`config.mk`:
```
export PLATFORM = sky130hd
export DESIGN_NAME = i2c_eeprom_target
export DESIGN_NICKNAME = d
export VERILOG_FILES = /design/src/rtl/i2c_ee_pkg.sv /design/src/rtl/i2c_ee_line_sync.sv /design/src/rtl/i2c_ee_store.sv /design/src/rtl/i2c_ee_link.sv /design/src/rtl/i2c_eeprom_target.sv
export SDC_FILE = /design/constraint.sdc
export NUM_CORES = 2
export LEC_CHECK = 0
export ABC_AREA = 1
export BUFFER_PORTS_ARGS = -buffer_cell sky130_fd_sc_hd__buf_2
export CORE_MARGIN = 2
export CORE_UTILIZATION = 45
export DETAILED_ROUTE_END_ITERATION = 10
export PLACE_DENSITY = 0.63
export REMOVE_ABC_BUFFERS = 1
export SYNTH_ARGS = -nofsm -noshare
export SYNTH_HDL_FRONTEND = slang
export SYNTH_SLANG_ARGS = --single-unit
```
`constraint.sdc`:
```
create_clock -name clk -period 6.2 [get_ports clk]
set_input_delay 1.55 -clock clk [delete_from_list [all_inputs] [get_ports clk]]
set_output_delay 1.55 -clock clk [all_outputs]
set_load 0.02 [all_outputs]
```
`src/rtl/i2c_ee_pkg.sv`:
```
package i2c_ee_pkg;

  localparam int EE_AW    = 8;
  localparam int EE_DEPTH = 1 << EE_AW;
  localparam int BYTE_W   = 8;
  localparam int BIT_CW   = $clog2(BYTE_W);

  typedef enum logic [2:0] {
    LK_IDLE,
    LK_ADDR,
    LK_AACK,
    LK_RX,
    LK_WACK,
    LK_TX,
    LK_HACK
  } link_st_e;

  // Default preload: location k holds k XOR 0xA5
  function automatic logic [BYTE_W*EE_DEPTH-1:0] ee_image();
    logic [BYTE_W*EE_DEPTH-1:0] img;
    img = '0;
    for (int k = 0; k < EE_DEPTH; k++) begin
      img[BYTE_W*k +: BYTE_W] = BYTE_W'(k) ^ 8'hA5;
    end
    return img;
  endfunction

endpackage

```
`src/rtl/i2c_ee_line_sync.sv`:
```
module i2c_ee_line_sync #(
  parameter int STAGES = 2
) (
  input  logic clk,
  input  logic rst_n,
  input  logic scl_raw,
  input  logic sda_raw,
  output logic sda_s,
  output logic scl_rise,
  output logic scl_fall,
  output logic start_c,
  output logic stop_c
);

  localparam int NLINES = 2;

  logic [NLINES-1:0] raw_v;
  logic [NLINES-1:0] sync_v;
  logic [NLINES-1:0] prev_v;

  assign raw_v = {scl_raw, sda_raw};

  for (genvar g = 0; g < NLINES; g++) begin : g_line
    logic [STAGES-1:0] pipe_q;
    always_ff @(posedge clk or negedge rst_n) begin
      if (!rst_n) begin
        pipe_q    <= '1;
        prev_v[g] <= 1'b1;
      end else begin
        pipe_q    <= {pipe_q[STAGES-2:0], raw_v[g]};
        prev_v[g] <= pipe_q[STAGES-1];
      end
    end
    assign sync_v[g] = pipe_q[STAGES-1];
  end

  logic scl_s, scl_q, sda_q;
  assign scl_s = sync_v[1];
  assign sda_s = sync_v[0];
  assign scl_q = prev_v[1];
  assign sda_q = prev_v[0];

  assign scl_rise = scl_s & ~scl_q;
  assign scl_fall = ~scl_s & scl_q;
  assign start_c  = scl_s & scl_q & sda_q & ~sda_s;
  assign stop_c   = scl_s & scl_q & ~sda_q & sda_s;

endmodule

```
`src/rtl/i2c_ee_store.sv`:
```
module i2c_ee_store #(
  parameter int ADDR_W = i2c_ee_pkg::EE_AW,
  parameter int DATA_W = i2c_ee_pkg::BYTE_W,
  parameter logic [DATA_W*(1<<ADDR_W)-1:0] INIT = i2c_ee_pkg::ee_image()
) (
  input  logic              clk,
  input  logic              rst_n,
  input  logic              we,
  input  logic [ADDR_W-1:0] waddr,
  input  logic [DATA_W-1:0] wdata,
  input  logic [ADDR_W-1:0] raddr,
  output logic [DATA_W-1:0] rdata
);

  localparam int DEPTH = 1 << ADDR_W;

  logic [DATA_W-1:0] cell_q [DEPTH];

  for (genvar g = 0; g < DEPTH; g++) begin : g_cell
    always_ff @(posedge clk or negedge rst_n) begin
      if (!rst_n) begin
        cell_q[g] <= INIT[DATA_W*g +: DATA_W];
      end else if (we && (waddr == ADDR_W'(g))) begin
        cell_q[g] <= wdata;
      end
    end
  end

  assign rdata = cell_q[raddr];

endmodule

```
`src/rtl/i2c_ee_link.sv`:
```
module i2c_ee_link
  import i2c_ee_pkg::*;
#(
  parameter int ADDR_W = EE_AW
) (
  input  logic              clk,
  input  logic              rst_n,
  input  logic              sda_s,
  input  logic              scl_rise,
  input  logic              scl_fall,
  input  logic              start_c,
  input  logic              stop_c,
  input  logic [6:0]        dev_addr,
  input  logic [BYTE_W-1:0] rd_data,
  output logic              sda_oe,
  output logic              mem_we,
  output logic [ADDR_W-1:0] mem_waddr,
  output logic [BYTE_W-1:0] mem_wdata,
  output logic [ADDR_W-1:0] ptr_q
);

  localparam logic [BIT_CW-1:0] LAST_BIT = BIT_CW'(BYTE_W - 1);

  link_st_e          st_q;
  logic [BIT_CW-1:0] bit_q;
  logic [BYTE_W-1:0] rx_q;
  logic [BYTE_W-1:0] tx_q;
  logic              full_q;
  logic              rw_q;
  logic              nack_q;
  logic              oe_q;
  logic              sess_q;
  logic [1:0]        nbytes_q;
  logic [ADDR_W-1:0] cmd_q;
  logic [ADDR_W-1:0] wptr_q;

  // A data byte (not the command byte) completes in the write phase
  assign mem_we    = (st_q == LK_RX) && scl_fall && full_q && (nbytes_q != 2'd0);
  assign mem_waddr = wptr_q;
  assign mem_wdata = rx_q;
  assign sda_oe    = oe_q;

  always_ff @(posedge clk or negedge rst_n) begin
    if (!rst_n) begin
      st_q     <= LK_IDLE;
      bit_q    <= '0;
      rx_q     <= '0;
      tx_q     <= '0;
      full_q   <= 1'b0;
      rw_q     <= 1'b0;
      nack_q   <= 1'b0;
      oe_q     <= 1'b0;
      sess_q   <= 1'b0;
      nbytes_q <= '0;
      cmd_q    <= '0;
      wptr_q   <= '0;
      ptr_q    <= '0;
    end else if (start_c || stop_c) begin
      // Close a write phase: a lone byte becomes the new pointer
      if (sess_q && (nbytes_q == 2'd1)) ptr_q <= cmd_q;
      sess_q <= 1'b0;
      oe_q   <= 1'b0;
      bit_q  <= '0;
      full_q <= 1'b0;
      st_q   <= start_c ? LK_ADDR : LK_IDLE;
    end else begin
      unique case (st_q)
        LK_IDLE: ;
        LK_ADDR, LK_RX: begin
          if (scl_rise) begin
            rx_q  <= {rx_q[BYTE_W-2:0], sda_s};
            bit_q <= bit_q + 1'b1;
            if (bit_q == LAST_BIT) full_q <= 1'b1;
          end else if (scl_fall && full_q) begin
            full_q <= 1'b0;
            bit_q  <= '0;
            if (st_q == LK_ADDR) begin
              if (rx_q[BYTE_W-1:1] == dev_addr) begin
                st_q     <= LK_AACK;
                oe_q     <= 1'b1;
                rw_q     <= rx_q[0];
                nbytes_q <= '0;
              end else begin
                st_q <= LK_IDLE;
              end
            end else begin
              if (nbytes_q == 2'd0) begin
                cmd_q  <= ADDR_W'(rx_q);
                wptr_q <= ADDR_W'(rx_q);
              end else begin
                wptr_q <= wptr_q + 1'b1;
              end
              if (nbytes_q != 2'd3) nbytes_q <= nbytes_q + 1'b1;
              oe_q <= 1'b1;
              st_q <= LK_WACK;
            end
          end
        end
        LK_AACK: begin
          if (scl_fall) begin
            bit_q <= '0;
            if (rw_q) begin
              tx_q <= rd_data;
              oe_q <= ~rd_data[BYTE_W-1];
              st_q <= LK_TX;
            end else begin
              oe_q   <= 1'b0;
              sess_q <= 1'b1;
              st_q   <= LK_RX;
            end
          end
        end
        LK_WACK: begin
          if (scl_fall) begin
            oe_q <= 1'b0;
            st_q <= LK_RX;
          end
        end
        LK_TX: begin
          if (scl_fall) begin
            if (bit_q == LAST_BIT) begin
              oe_q <= 1'b0;
              st_q <= LK_HACK;
            end else begin
              oe_q  <= ~tx_q[BYTE_W-2];
              tx_q  <= {tx_q[BYTE_W-2:0], 1'b0};
              bit_q <= bit_q + 1'b1;
            end
          end
        end
        LK_HACK: begin
          if (scl_rise) begin
            nack_q <= sda_s;
            ptr_q  <= ptr_q + 1'b1;
          end else if (scl_fall) begin
            bit_q <= '0;
            if (nack_q) begin
              st_q <= LK_IDLE;
            end else begin
              tx_q <= rd_data;
              oe_q <= ~rd_data[BYTE_W-1];
              st_q <= LK_TX;
            end
          end
        end
        default: st_q <= LK_IDLE;
      endcase
    end
  end

endmodule

```
`src/rtl/i2c_eeprom_target.sv`:
```
module i2c_eeprom_target
  import i2c_ee_pkg::*;
#(
  parameter int         ADDR_W      = EE_AW,
  parameter logic [6:0] DEV_BASE    = 7'h50,
  parameter int         IDX_W       = 3,
  parameter int         SYNC_STAGES = 2,
  parameter logic [BYTE_W*(1<<ADDR_W)-1:0] INIT_IMAGE = ee_image()
) (
  input  logic             clk,
  input  logic             rst_n,
  input  logic [IDX_W-1:0] strap_idx,
  input  logic             scl_in,
  input  logic             sda_in,
  output logic             sda_oe
);

  logic              sda_s;
  logic              scl_rise;
  logic              scl_fall;
  logic              start_c;
  logic              stop_c;
  logic              mem_we;
  logic [ADDR_W-1:0] mem_waddr;
  logic [BYTE_W-1:0] mem_wdata;
  logic [BYTE_W-1:0] rd_data;
  logic [ADDR_W-1:0] ptr_q;
  logic [6:0]        dev_addr;

  assign dev_addr = DEV_BASE + 7'(strap_idx);

  i2c_ee_line_sync #(.STAGES(SYNC_STAGES)) u_sync (
    .clk      (clk),
    .rst_n    (rst_n),
    .scl_raw  (scl_in),
    .sda_raw  (sda_in),
    .sda_s    (sda_s),
    .scl_rise (scl_rise),
    .scl_fall (scl_fall),
    .start_c  (start_c),
    .stop_c   (stop_c)
  );

  i2c_ee_link #(.ADDR_W(ADDR_W)) u_link (
    .clk       (clk),
    .rst_n     (rst_n),
    .sda_s     (sda_s),
    .scl_rise  (scl_rise),
    .scl_fall  (scl_fall),
    .start_c   (start_c),
    .stop_c    (stop_c),
    .dev_addr  (dev_addr),
    .rd_data   (rd_data),
    .sda_oe    (sda_oe),
    .mem_we    (mem_we),
    .mem_waddr (mem_waddr),
    .mem_wdata (mem_wdata),
    .ptr_q     (ptr_q)
  );

  i2c_ee_store #(
    .ADDR_W (ADDR_W),
    .DATA_W (BYTE_W),
    .INIT   (INIT_IMAGE)
  ) u_store (
    .clk   (clk),
    .rst_n (rst_n),
    .we    (mem_we),
    .waddr (mem_waddr),
    .wdata (mem_wdata),
    .raddr (ptr_q),
    .rdata (rd_data)
  );

endmodule

```
==> results.toml <==
[run_status]
status = "finished clean"

[yosys]
syn_area_per_cell_um2 = 8.290
ys_seq_area_share_pct = 55.21
synth_edf_count = 0
yosys.area.top_type = "dfstp_2"
ys_top_cells_by_area = "dfstp_2, dfrtp_1, o21ai_0"
syn_inst = 11795
synth_area_mm2 = 0.09779
ys_ff_latch = 2106
ys_warn_count = 0
synth_top_area_share_pct = 27.68
synth_ff_type = "dfrtp_1"
async_flop_share_pct = 100.0
yosys.cell_types.count = 43

[place]
dp_hpwl_um = 169200
place_congestion = 0.8830
port_buffers = 7
pre_cts_ws_ns = 2.299

[clocking]
post_cts_resized = 0
numCtsBuffers = 217
ctsHoldBuffers = 0
clk-insertion-delay-late_ns = 0.88
cts_sinks = 2106
path_clk_slew_ns = 0.06
tritoncts = "built"
post_cts_buffers = 0
cts_buffer_depth = 3
h-tree-depth = 4
root_buffer = "clkbuf_16"

[floorplan]
coreArea_mm2 = 0.2165
dieHeight_um = 470.2
fp.dieW_um = 470.2
dieArea_mm2 = 0.2210
row_count = 171
start_util_pct = 45.16
ios = 8

[worst_setup_path]
reg2reg_from = "u_link.ptr_q[0]$_DFFE_PN0P_"
crit_chain = "inv_8, buf_12, o21ai_0, o211ai_1, nand3_1, nand3_1, nand3_1, nand3_1, nand3_1, nand3_1, nand2_1, nand2_1"
path_class = "flop to flop"
critPathLaunchType = "flop"
rrSetupSlack_ns = 2.15
cp_slowest_cell = "inv_8"
critical_path_arrival_ns = 4.86
cp-end-kind = "flop"
reg2reg_to = "u_link.tx_q[2]$_DFFE_PN0P_"
required_ns = 7.01
critPathMaxFanout = 139
cp-startpoint = "u_link.ptr_q[0]$_DFFE_PN0P_"
reg2reg_depth = 12
cp_slowest_stage_delay_ns = 0.79
crit_top_cell = "nand3_1"

[cells_and_area]
final_nets = 11205
multi_input_area_mm2 = 0.03908
seqCellArea_mm2 = 0.05401
fillerInstances = 20608
fin_util_pct = 49.22
drive_above_1_share_pct = 15.26
syn_to_final_growth_pct = 8.974

[detailed_routing]
postRouteWirelength_um = 303800
vias = 81740
drc = 0
dr.pass1.iters = 6
avgRoutedWirePerCell_um = 21.33
antenna_left = 0
viasPerCell = 5.740
drt_iter0_markers = 9337

[min_path]
min_from = "u_sync.g_line[0].pipe_q[0]$_DFF_PN1_"
hold_end = "u_sync.g_line[0].pipe_q[1]$_DFF_PN1_"
min_path_type = "flop to flop"
min_path_cells = 0

[sta]
clock_skew_ns = 0.02338
rsz0062_at_grt = "false"
hold_violations = 0
fin_crit_sh_pct = 65.26
worst_slack_ns = 2.154
setup_viol = 0
setup_tns_ns = 0
whs_ns = 0.3576
relSlewSlack_pct = 25.09
fin_crit_ns = 4.046
final-max-slew-violation-count = 0
worst_pin_slew_ns = 1.124
max_freq_ghz = 0.2471

[power_and_ir_drop]
p_leak_nw = 42.78
power_density_mw_per_mm2 = 319.5
ir_worst_vdd_v = 0.0005866

[grt]
grt-ovfl-total = 0
grt_first_pass_wirelength_um = 473500
track_usage_pct = 27.04
grt_max_degree = 185
grt_pass1_vias = 78338
grt_antenna_before_repair = 2

[job]
cap_violations = 0
==> critical path: cells and delay by family, from the launching register on <==
family,cells,cell delay (ns)
compound gates,2,0.42
buf+inv,2,1.24
flops,1,0.72
simple gates,8,1.38
==> worst max-delay path by stage <==
stage	end	slack [ns]	depth (start not counted)
final	u_link.tx_q[2]$_DFFE_PN0P_	2.15	12
after global routing	u_link.tx_q[5]$_DFFE_PN0P_	2.02	15
after CTS	u_link.tx_q[2]$_DFFE_PN0P_	2.29	12
after detailed placement	u_link.tx_q[2]$_DFFE_PN0P_	2.30	12
after global placement	u_link.tx_q[2]$_DFFE_PN0P_	2.27	12
after floorplan	u_link.tx_q[4]$_DFFE_PN0P_	-60.42	13
==> routing by layer <==
metal | vias to the layer above | GRT usage (%) | wire [µm]
met1 | 40189 | 37.29 | 131500
met4 | 0 | 10.11 | 11730
met3 | 575 | 4.918 | 23070
li1 | 37940 | - | -
met2 | 3036 | 42.53 | 137500
met5 | - | 0 | 0
==> kinds of logic (layout without fill, tap and decap cells) <==
family                     count (synthesis)  after routing  synth area share (%)
and+or+nand+nor                         5067           5067                 21.27
xor gates and xnor gates                   5              5               0.04478
DFF                                     2106           2106                 55.21
adders and majority gates                 10             10                0.1280
other                                      0              2                     0
buffers and inverters                   1130            719                 4.846
AOI/OAI and AO/OA                       3477           3477                 18.50
==> stage by stage <==
stage,std cells,instance area (µm²),power [mW]
6_report,14240,106600,34.04
3_3_place_gp,13823,98970,20.24
2_1_floorplan,10822,93640,19.12
4_1_cts,14238,106600,34.14
5_1_grt,14239,106600,35.29
3_5_place_dp,13823,98970,20.28
==> report_power, final <==
| part | switching (mW) | total (mW) | internal [mW] |
|---|---|---|---|
| Combinational | 4.96 | 6.14 | 1.18 |
| Sequential | 0.149 | 14.0 | 13.9 |
| Clock | 5.73 | 13.9 | 8.16 |
| Total | 10.8 | 34.0 | 23.2 |
==> flip-flops by register name, summed over array words and instances, names as in the netlist, 2 cells and up <==
name / cells
u_link.bit_q: 3
u_link.cmd_q: 8
u_link.mem_waddr: 8
u_link.mem_wdata: 8
u_link.nbytes_q: 2
u_link.ptr_q: 8
u_link.st_q: 3
u_link.tx_q: 7
u_store.cell_q: 2048
u_sync.g_line.pipe_q: 4
==> cell usage in the layout (no fill, tap or decap), drive strengths merged, types with 23 or more instances in the layout <==
cell	instances
o21ai	3152
nand2	2973
nor2	1478
dfrtp	1076
dfstp	1030
nand3	584
clkbuf	336
o211ai	208
inv	164
buf	147
o22ai	91
clkinv	49
bufinv	23
==> cell usage after synthesis (17+ instances only) <==
cell	n
buf_1	70
buf_2	159
buf_6	23
clkbuf_1	711
dfrtp_1	1076
dfstp_2	1030
inv_1	149
nand2_1	2840
nand2_2	58
nand2_4	75
nand3_1	584
nor2_1	1456
o211ai_1	208
o21ai_0	2939
o21ai_1	213
o22ai_1	91
or2_2	17
==> cell type report <==
type | count | area share [%]
Clock inverter | 79 | 1.027
Tap cell | 2854 | 3.351
Clock buffer | 336 | 6.089
Antenna cell | 2 | 0.004697
Inverter | 157 | 0.6376
Sequential cell | 2106 | 50.68
Timing Repair Buffer | 147 | 1.538
Multi-Input combinational cell | 8559 | 36.67
Note: power is estimated with default switching activity, not from simulation.
